## src/rtl/oia_pkg.sv

```systemverilog
package oia_pkg;
   typedef enum logic [3:0] {
      OP_NONE = 4'd0,
      OP_ADD  = 4'd1,
      OP_ADC  = 4'd2,
      OP_AND  = 4'd3,
      OP_OR   = 4'd4,
      OP_XOR  = 4'd5,
      OP_PASS = 4'd6,
      OP_SHR  = 4'd7,
      OP_SHL  = 4'd8
   } oia_op_e;
endpackage

```

## src/rtl/oia_cond.sv

```systemverilog
module oia_cond #(
   parameter int DATA_W = 29
) (
   input  logic [DATA_W-1:0] din_i,
   input  logic              inv_i,
   output logic [DATA_W-1:0] dout_o
);
   for (genvar i = 0; i < DATA_W; i++) begin : g_bit
      assign dout_o[i] = din_i[i] ^ inv_i;
   end
endmodule

```

## src/rtl/oia_adder.sv

```systemverilog
module oia_adder #(
   parameter int DATA_W = 29,
   parameter bit RIPPLE = 1'b0
) (
   input  logic [DATA_W-1:0] a_i,
   input  logic [DATA_W-1:0] b_i,
   input  logic              cin_i,
   output logic [DATA_W-1:0] sum_o,
   output logic              cout_o,
   output logic              ovf_o
);
   localparam int MSB = DATA_W - 1;

   if (RIPPLE) begin : g_ripple
      logic [DATA_W:0] cy;
      assign cy[0] = cin_i;
      for (genvar i = 0; i < DATA_W; i++) begin : g_fa
         assign sum_o[i] = a_i[i] ^ b_i[i] ^ cy[i];
         assign cy[i+1]  = (a_i[i] & b_i[i]) | (cy[i] & (a_i[i] ^ b_i[i]));
      end
      assign cout_o = cy[DATA_W];
   end else begin : g_behav
      logic [DATA_W:0] wide;
      assign wide   = {1'b0, a_i} + {1'b0, b_i} + {{DATA_W{1'b0}}, cin_i};
      assign sum_o  = wide[DATA_W-1:0];
      assign cout_o = wide[DATA_W];
   end

   assign ovf_o = (a_i[MSB] == b_i[MSB]) && (sum_o[MSB] != a_i[MSB]);
endmodule

```

## src/rtl/oia_shifter.sv

```systemverilog
module oia_shifter #(
   parameter int DATA_W = 29
) (
   input  logic [DATA_W-1:0] din_i,
   input  logic [DATA_W-1:0] amt_i,
   input  logic              left_i,
   output logic [DATA_W-1:0] dout_o
);
   localparam int STAGES = $clog2(DATA_W);

   logic [STAGES:0][DATA_W-1:0] st;
   logic                        too_far;

   assign st[0]   = din_i;
   assign too_far = (amt_i >= DATA_W[DATA_W-1:0]);

   for (genvar k = 0; k < STAGES; k++) begin : g_stage
      always_comb begin
         if (!amt_i[k])   st[k+1] = st[k];
         else if (left_i) st[k+1] = st[k] << (1 << k);
         else             st[k+1] = st[k] >> (1 << k);
      end
   end

   assign dout_o = too_far ? '0 : st[STAGES];
endmodule

```

## src/rtl/oia_flag.sv

```systemverilog
module oia_flag (
   input  logic clk_i,
   input  logic rst_ni,
   input  logic load_i,
   input  logic d_i,
   output logic q_o
);
   always_ff @(posedge clk_i or negedge rst_ni) begin
      if (!rst_ni)     q_o <= 1'b0;
      else if (load_i) q_o <= d_i;
   end
endmodule

```

## src/rtl/operand_invert_alu.sv

```systemverilog
module operand_invert_alu #(
   parameter int DATA_W = 29,
   parameter int OP_W   = 4,
   parameter bit RIPPLE = 1'b0
) (
   input  logic              clk_i,
   input  logic              rst_ni,
   input  logic [DATA_W-1:0] opa_i,
   input  logic [DATA_W-1:0] opb_i,
   input  logic [OP_W-1:0]   op_i,
   input  logic              inv_a_i,
   input  logic              inv_b_i,
   input  logic              commit_i,
   output logic [DATA_W:0]   res_o,
   output logic              carry_o,
   output logic              ovf_o,
   output logic              eq_o,
   output logic              cflag_o
);
   import oia_pkg::*;

   localparam int RES_W = DATA_W + 1;

   if (DATA_W < 8) begin : g_bad_width
      $error("operand_invert_alu: DATA_W must be at least 8");
   end
   if (OP_W != 4) begin : g_bad_op
      $error("operand_invert_alu: OP_W must be 4");
   end

   logic [DATA_W-1:0] a_c, b_c, sum, shifted;
   logic              add_cout, add_ovf, cin, is_arith;
   logic [DATA_W-1:0] core;

   oia_cond #(.DATA_W(DATA_W)) cond_a_i (.din_i(opa_i), .inv_i(inv_a_i), .dout_o(a_c));
   oia_cond #(.DATA_W(DATA_W)) cond_b_i (.din_i(opb_i), .inv_i(inv_b_i), .dout_o(b_c));

   assign cin      = (op_i == OP_ADC) ? cflag_o : 1'b0;
   assign is_arith = (op_i == OP_ADD) || (op_i == OP_ADC);

   oia_adder #(.DATA_W(DATA_W), .RIPPLE(RIPPLE)) add_i (
      .a_i(a_c), .b_i(b_c), .cin_i(cin),
      .sum_o(sum), .cout_o(add_cout), .ovf_o(add_ovf)
   );

   oia_shifter #(.DATA_W(DATA_W)) shf_i (
      .din_i(a_c), .amt_i(b_c), .left_i(op_i == OP_SHL), .dout_o(shifted)
   );

   always_comb begin
      case (op_i)
         OP_ADD, OP_ADC: core = sum;
         OP_AND:         core = a_c & b_c;
         OP_OR:          core = a_c | b_c;
         OP_XOR:         core = a_c ^ b_c;
         OP_PASS:        core = a_c;
         OP_SHR, OP_SHL: core = shifted;
         default:        core = '0;
      endcase
   end

   assign res_o   = {1'b1, core} | {1'b1, {(RES_W-1){1'b0}}};
   assign carry_o = is_arith & add_cout;
   assign ovf_o   = is_arith & add_ovf;
   assign eq_o    = (a_c == b_c);

   oia_flag flag_i (
      .clk_i(clk_i), .rst_ni(rst_ni),
      .load_i(commit_i & is_arith), .d_i(add_cout), .q_o(cflag_o)
   );
endmodule

```

## config.mk

```make
export PLATFORM = sky130hd
export DESIGN_NAME = operand_invert_alu
export DESIGN_NICKNAME = d
export VERILOG_FILES = /design/src/rtl/oia_pkg.sv /design/src/rtl/oia_cond.sv /design/src/rtl/oia_adder.sv /design/src/rtl/oia_shifter.sv /design/src/rtl/oia_flag.sv /design/src/rtl/operand_invert_alu.sv
export SDC_FILE = /design/constraint.sdc
export NUM_CORES = 1
export LEC_CHECK = 0
export ABC_CLOCK_PERIOD_IN_PS = 11450
export BUFFER_PORTS_ARGS = -buffer_cell sky130_fd_sc_hd__buf_4
export CORE_MARGIN = 2
export CORE_UTILIZATION = 54
export DETAILED_ROUTE_END_ITERATION = 8
export GPL_TIMING_DRIVEN = 0
export PLACE_DENSITY = 0.75
export REMOVE_ABC_BUFFERS = 1
export SLEW_MARGIN = 20
export SYNTH_ARGS = -nofsm -noshare
export SYNTH_HDL_FRONTEND = slang
export SYNTH_SLANG_ARGS = --single-unit
```

## constraint.sdc

```tcl
create_clock -name clk_i -period 11.45 [get_ports clk_i]
set_clock_uncertainty 0.2 [all_clocks]
set_input_delay 2.29 -clock clk_i [delete_from_list [all_inputs] [get_ports clk_i]]
set_output_delay 2.29 -clock clk_i [all_outputs]
set_load 0.1 [all_outputs]
```

# Word-level counts from Yosys, hierarchy flattened

Index checks and enable logic that the tools add are counted.

Register bits after elaboration: 1
Input bits: 67
Output and inout port bits: 34
Logic and storage cells: 96

Add/sub/neg operators: 2
$lt $le $gt $ge: 1
Equality and inequality tests: 11
Muxes and demuxes: 13
Bitwise operators: 64
Reductions and logical operators: 4

Operator list:

| operator                                             | count |
|---|---|
| 2-to-1 mux 29 bit                                    | 11 |
| case mux 29 bit (6 select lines)                     | 1 |
| XOR 1 bit                                            | 58 |
| adder 29 x 29 -> 30 bit                              | 1 |
| adder 30 x 1 -> 30 bit                               | 1 |
| AND 29 bit                                           | 1 |
| equality test 29 bit                                 | 1 |
| >= comparator 29 x 5 -> 1 bit, second input constant | 1 |
| OR 29 bit                                            | 1 |
| XOR 29 bit                                           | 1 |
| equality test 4 x 3 -> 1 bit, second input constant  | 4 |
| equality test 4 x 2 -> 1 bit, second input constant  | 2 |
| equality test 4 x 1 -> 1 bit, second input constant  | 1 |
| equality test 4 bit, second input constant           | 1 |
| OR reduction 2 bit                                   | 2 |
| AND 1 bit                                            | 3 |
| equality test 1 bit                                  | 1 |
| logical AND 1 bit                                    | 1 |
| logical OR 1 bit                                     | 1 |
| 2-to-1 mux 1 bit                                     | 1 |
| != test 1 bit                                        | 1 |

# Longest topological paths before layout

Depth after elaboration: 13
Mapped depth: 16
Depth with buffers taken out: 13

# Hierarchy

From an unflattened synthesis, not the netlist that was laid out.

Cells, all modules: 1,131
Area, all modules: 7,810.0 µm²

By module, submodules not included:

| module             | instances | cells each | area an instance (µm²) | sequential area each (µm²) |
|---|---|---|---|---|
| oia_shifter        | 1         | 536        | 3,428.3                | 0.0 |
| operand_invert_alu | 1         | 310        | 2,182.1                | 0.0 |
| oia_adder          | 1         | 219        | 1,574.0                | 0.0 |
| oia_cond           | 2         | 32         | 292.8                  | 0.0 |
| oia_flag           | 1         | 2          | 40.0                   | 25.0 |

# Worst setup path after synthesis

Ideal clock, no wire load.

Kind: input -> output
From: in inv_b_i
To: out res_o[23]
Arrival: 7.462 ns
Data required time: 8.960 ns
Slack: 1.498 ns
Stages: 15
Path buffers: 6
Cells stage by stage: buf_2 buf_2 buf_2 xor2_1 clkbuf_1 buf_2 buf_2 ha_1 o21a_1 o31ai_1 a21oi_1 o2111a_1 o21ai_0 nand2_1 o311ai_1

Word-level cells in the longest chain between the ends: 12
Elaborated cells on any way between the ends: 46
Classes of those cells: add/sub: 2; order compare: 1; mux: 11; bitwise: 32

Ends and longest elaborated chain:

| element                                                                          | RTL line                 | source |
|---|---|---|
| from (decl)                                                                      | operand_invert_alu.sv:12 | `input logic inv_b_i,` |
| parallel branches: the longest is 11 deep, another holds adder 29 x 29 -> 30 bit | -                        |  |
| case mux 29 bit (6 select lines) (*)                                             | operand_invert_alu.sv:51 | `case (op_i)` |
| to (decl)                                                                        | operand_invert_alu.sv:14 | `output logic [DATA_W:0] res_o,` |

Every way passes the cells marked *.

# Final worst setup path

From: in inv_b_i
To: out res_o[26]

The elaborated chain is that of the path after synthesis.

==> results summary <==
The run finished with clean final reports. The mean post-synth cell area came out at 6.48 sq um. The worst supply voltage drop on vdd came out at 89.4 uV. The clock edge transition at the registers on the reported setup and hold paths came out at 0 ps. The startpoint of the most critical setup path is inv_b_i.

The core occupancy in the finished layout came out at 0.612. The post-placement setup slack came out at around 1600 ps. In this run the static leakage power is 3.40 nW.

Across all setup checks in the final design, the least slack found is between 1000 and 1500 ps. After the first detailed-routing iteration, the DRC count stood at between 1,000 and 1,500. The slowest stage of the critical path is the sky130_fd_sc_hd__buf_4 cell. The worst endpoint required time came out at ~9000 ps. The post-synthesis mux area share is 0.0760.

The met1 capacity usage during global routing came out at 0.584. In this run, placement finished with an instance count of around 1,300. The detailed placer's ending HPWL came out at roughly 25 mm. Setup violations remaining at the end of the flow were counted as 0. For this configuration, the core starts out at a cell density of 0.550.

The first global-routing pass estimated 48.5 mm of wire. In this run the register-to-register setup slack is between 8000 and 9000 ps. Setup repair after global routing left no endpoint under its margin. The sequential fraction of the synthesis area came out at 0.00345. Routability-driven placement finished with a final weighted congestion of a little over 1. The sum of routed wire length over all layers came out at 31.7 mm. The worst register-to-register path begins at flag_i.q_o. The share of the synthesized area in compound gates (AO/OA/AOI/OAI) is 0.406. The height of the die came out at between 100 and 150 um. The initial antenna violation count was 0. The maximum clock frequency is 99.4 MHz. The top-level port count came out at a little over 100. The clock reaches the later pin of the worst-skew pair after 0 ps. The total inserted antenna cells is 0. The overall die area is ~14,000 sq um.

The worst-case hold slack is between 300 and 400 ps. The sum of buffers and inverters on the critical path came out at 6. The most utilized layer in the global route result is met2.

The proportion of layout cells with a drive suffix above 1 is 0.142. Of the total synthesized cell area, the portion taken by XOR and XNOR cells is 0.0807. Of all cell types, the one taking the most synthesized area is sky130_fd_sc_hd__ha_1. The maximum fanout along the worst path came out at slightly below 50.

Of the post-synthesis cell area, the dominant cell type holds 0.100. Ranked by total cell area, the synthesized netlist is headed by sky130_fd_sc_hd__ha_1 (10%), sky130_fd_sc_hd__a21oi_1 (7.7%), sky130_fd_sc_hd__nand2_1 (6.2%). Counting instances in the post-synthesis netlist gives the leading cell types as sky130_fd_sc_hd__nand2_1 (120), sky130_fd_sc_hd__a21oi_1 (111), sky130_fd_sc_hd__o21ai_0 (88), sky130_fd_sc_hd__inv_1 (66), sky130_fd_sc_hd__nor2_1 (66).

Walking the worst path, the cells encountered are buf_4 > xor2_4 > buf_8 > buf_16 > inv_2 > fa_1 > inv_1 > fa_1 > nand3_1 > a21oi_1 > o211ai_1 > a21boi_0 > a2bb2oi_1 > a2111oi_0 > o21ai_0 > o311ai_2 > buf_4. After layout, the minimum clock period comes to approximately 10,000 ps. The setup path with the least slack is of type input pin to primary output. In the final layout, the registers with the most flip-flops are flag_i.q_o: 1 flops. The filler cells instantiated in the layout total roughly 1,300. The count of mapped cells out of synthesis is around 1,100. The top register by number of flip-flops is flag_i.q_o. The largest net degree at the start of global routing came out at 58. The number of cell rows is between 40 and 50. After detailed routing, the average wire length per cell comes to 24.1 um.

The overall die width is roughly 120 um. The reg-to-reg endpoint is flag_i.q_o. The first detailed-routing pass took 6 iterations. The post-CTS setup buffer count is 0. The worst setup path is captured at a primary output. The hold path startpoint is flag_i.q_o.

The total global-route track usage is 0.426. The via count of the first global-routing pass came out at 8,398. In this design, the stage delay of the slowest critical-path cell is 620 ps. Yosys mapped the design onto just under 90 distinct sky130hd cell types. The top cell family by delay on the critical path is compound AO/OA/AOI/OAI gates. The count of hold-fix buffers inserted at cts is 0.

The dominant synthesized flop cell is sky130_fd_sc_hd__dfrtp_1. By instance count, the leading cell after synthesis is sky130_fd_sc_hd__nand2_1. The share of async-settable or async-resettable flops after synthesis is 1.00. The count of state elements after synthesis came out at 1. The final number of hold-violating endpoints came to 0. The final cycle utilization of the critical path came out at 0.879. The number of synthesized flops with an enable pin is 0. The number of maximum-capacitance constraint violations came out at 0. The actual slew at the worst max-slew pin is 1070 ps. The relative max-transition margin came out at 0.282.

The final number of max-transition violations is 0. The number of nets at the end of the flow came out at between 1,000 and 1,500. The adder-cell share of the synthesized area came out at 0.105. The worst reg-to-reg path cell count came out at 10. The dominant combinational cell family by area after synthesis is compound AO/OA/AOI/OAI gates.

The number of design rule violations left after detail routing came out at 0. The post-synthesis simple-gate area fraction is 0.224. The arrival time reported for the critical path endpoint is approximately 7600 ps.

After synthesis the cells add up to ~7300 sq um. Once detail routing completed, the nets flagged for antenna violations numbered 0. Counting instances, the worst hold path has a depth of 1.

The standard cell core area came out at between 10,000 and 15,000 sq um. The met3 track utilization from global routing is 0.0627. The number of non-filler instances in the completed layout is roughly 1,300. The worst min-delay path category is register to register. The count of buffers added on input and output ports is 99. The launching element type of the critical path is an input pin. The growth of design area from synthesis to finish is 11.3%.

The remaining global-route overflow is 0. The number of flip-flops under the largest register name came out at 1. The power per unit of standard cell area is a little under 100 nW/um^2. The global-route track usage on met2 is 0.679. The vias after detailed routing is ~9,400. The per-cell via count in the routed design is between 7 and 8. The count of yosys warnings during synthesis is 0. Post-CTS repair changed the size of 0 cells.

The worst hold endpoint is flag_i.q_o.
==> worst max path at each step <==
| stage | to | slack (ps) | cells after the start |
|---|---|---|---|
| CTS | res_o[26] | 1540 | 17 |
| floorplan | res_o[23] | -540 | 11 |
| global route | res_o[26] | 1210 | 17 |
| finish | res_o[26] | 1390 | 17 |
| detailed placement | res_o[26] | 1580 | 17 |
| global placement | res_o[26] | -2210 | 15 |
==> power breakdown <==
group            total, W  leakage (nW)  internal, W  switching (W)
logic            0.000786          3.38     0.000234       0.000552
registers      0.00000654        0.0124   0.00000511     0.00000143
clock network           0             0            0              0
==> layer usage <==
| layer | vias up | part of all wire |
|---|---|---|
| met3 | 110 | 0.11 |
| met2 | 637 | 0.45 |
| met1 | 4405 | 0.40 |
| li1 | 4239 | - |
| met4 | 0 | 0.043 |
| met5 | - | 0 |
==> through the flow <==
step	cell area, sq um	setup TNS (ps)	power (W)
floorplan	6770	-536	0.000547
global placement	7730	-41550	0.000752
detailed placement	8080	0	0.000768
CTS	8080	0	0.000771
global route	8080	0	0.000840
finish	8080	0	0.000793
==> layout by cell type (no fill, tap or decap), types with 12 or more instances in the layout <==
cell type	n
sky130_fd_sc_hd__a211oi_1	24
sky130_fd_sc_hd__nor2_1	65
sky130_fd_sc_hd__nor3_1	34
sky130_fd_sc_hd__nand3_1	22
sky130_fd_sc_hd__o22ai_1	26
sky130_fd_sc_hd__o21a_1	12
sky130_fd_sc_hd__o211ai_1	16
sky130_fd_sc_hd__o21ai_0	88
sky130_fd_sc_hd__buf_4	102
sky130_fd_sc_hd__nor4_1	15
sky130_fd_sc_hd__a21oi_1	110
sky130_fd_sc_hd__a31oi_1	34
sky130_fd_sc_hd__nand4_1	12
sky130_fd_sc_hd__a21o_1	12
sky130_fd_sc_hd__inv_1	65
sky130_fd_sc_hd__mux2i_1	36
sky130_fd_sc_hd__nand2_1	119
sky130_fd_sc_hd__xnor2_1	14
sky130_fd_sc_hd__o221ai_1	13
sky130_fd_sc_hd__a22oi_1	14
sky130_fd_sc_hd__xor2_1	46
sky130_fd_sc_hd__ha_1	58
==> cell families (layout without fill, tap and decap cells) <==
kind of cell	Yosys count	count (layout)
flip-flops	1	1
multiplexers	46	46
XOR/XNOR	66	66
AND/OR/NAND/NOR	333	333
adder cells (fa/ha/maj)	60	60
AO/OA/AOI/OAI	447	447
other	1	1
buffers and inverters	167	184
==> area by class of cell <==
cell class | instances | area, sq um | area share
sequential | 1 | 25.0 | 0.00310
inverter | 70 | 263 | 0.0325
tap | 176 | 220 | 0.0273
multi-input combinational | 953 | 6580 | 0.815
timing repair buffer | 114 | 986 | 0.122
No activity file was read; power rests on OpenSTA's default activity.
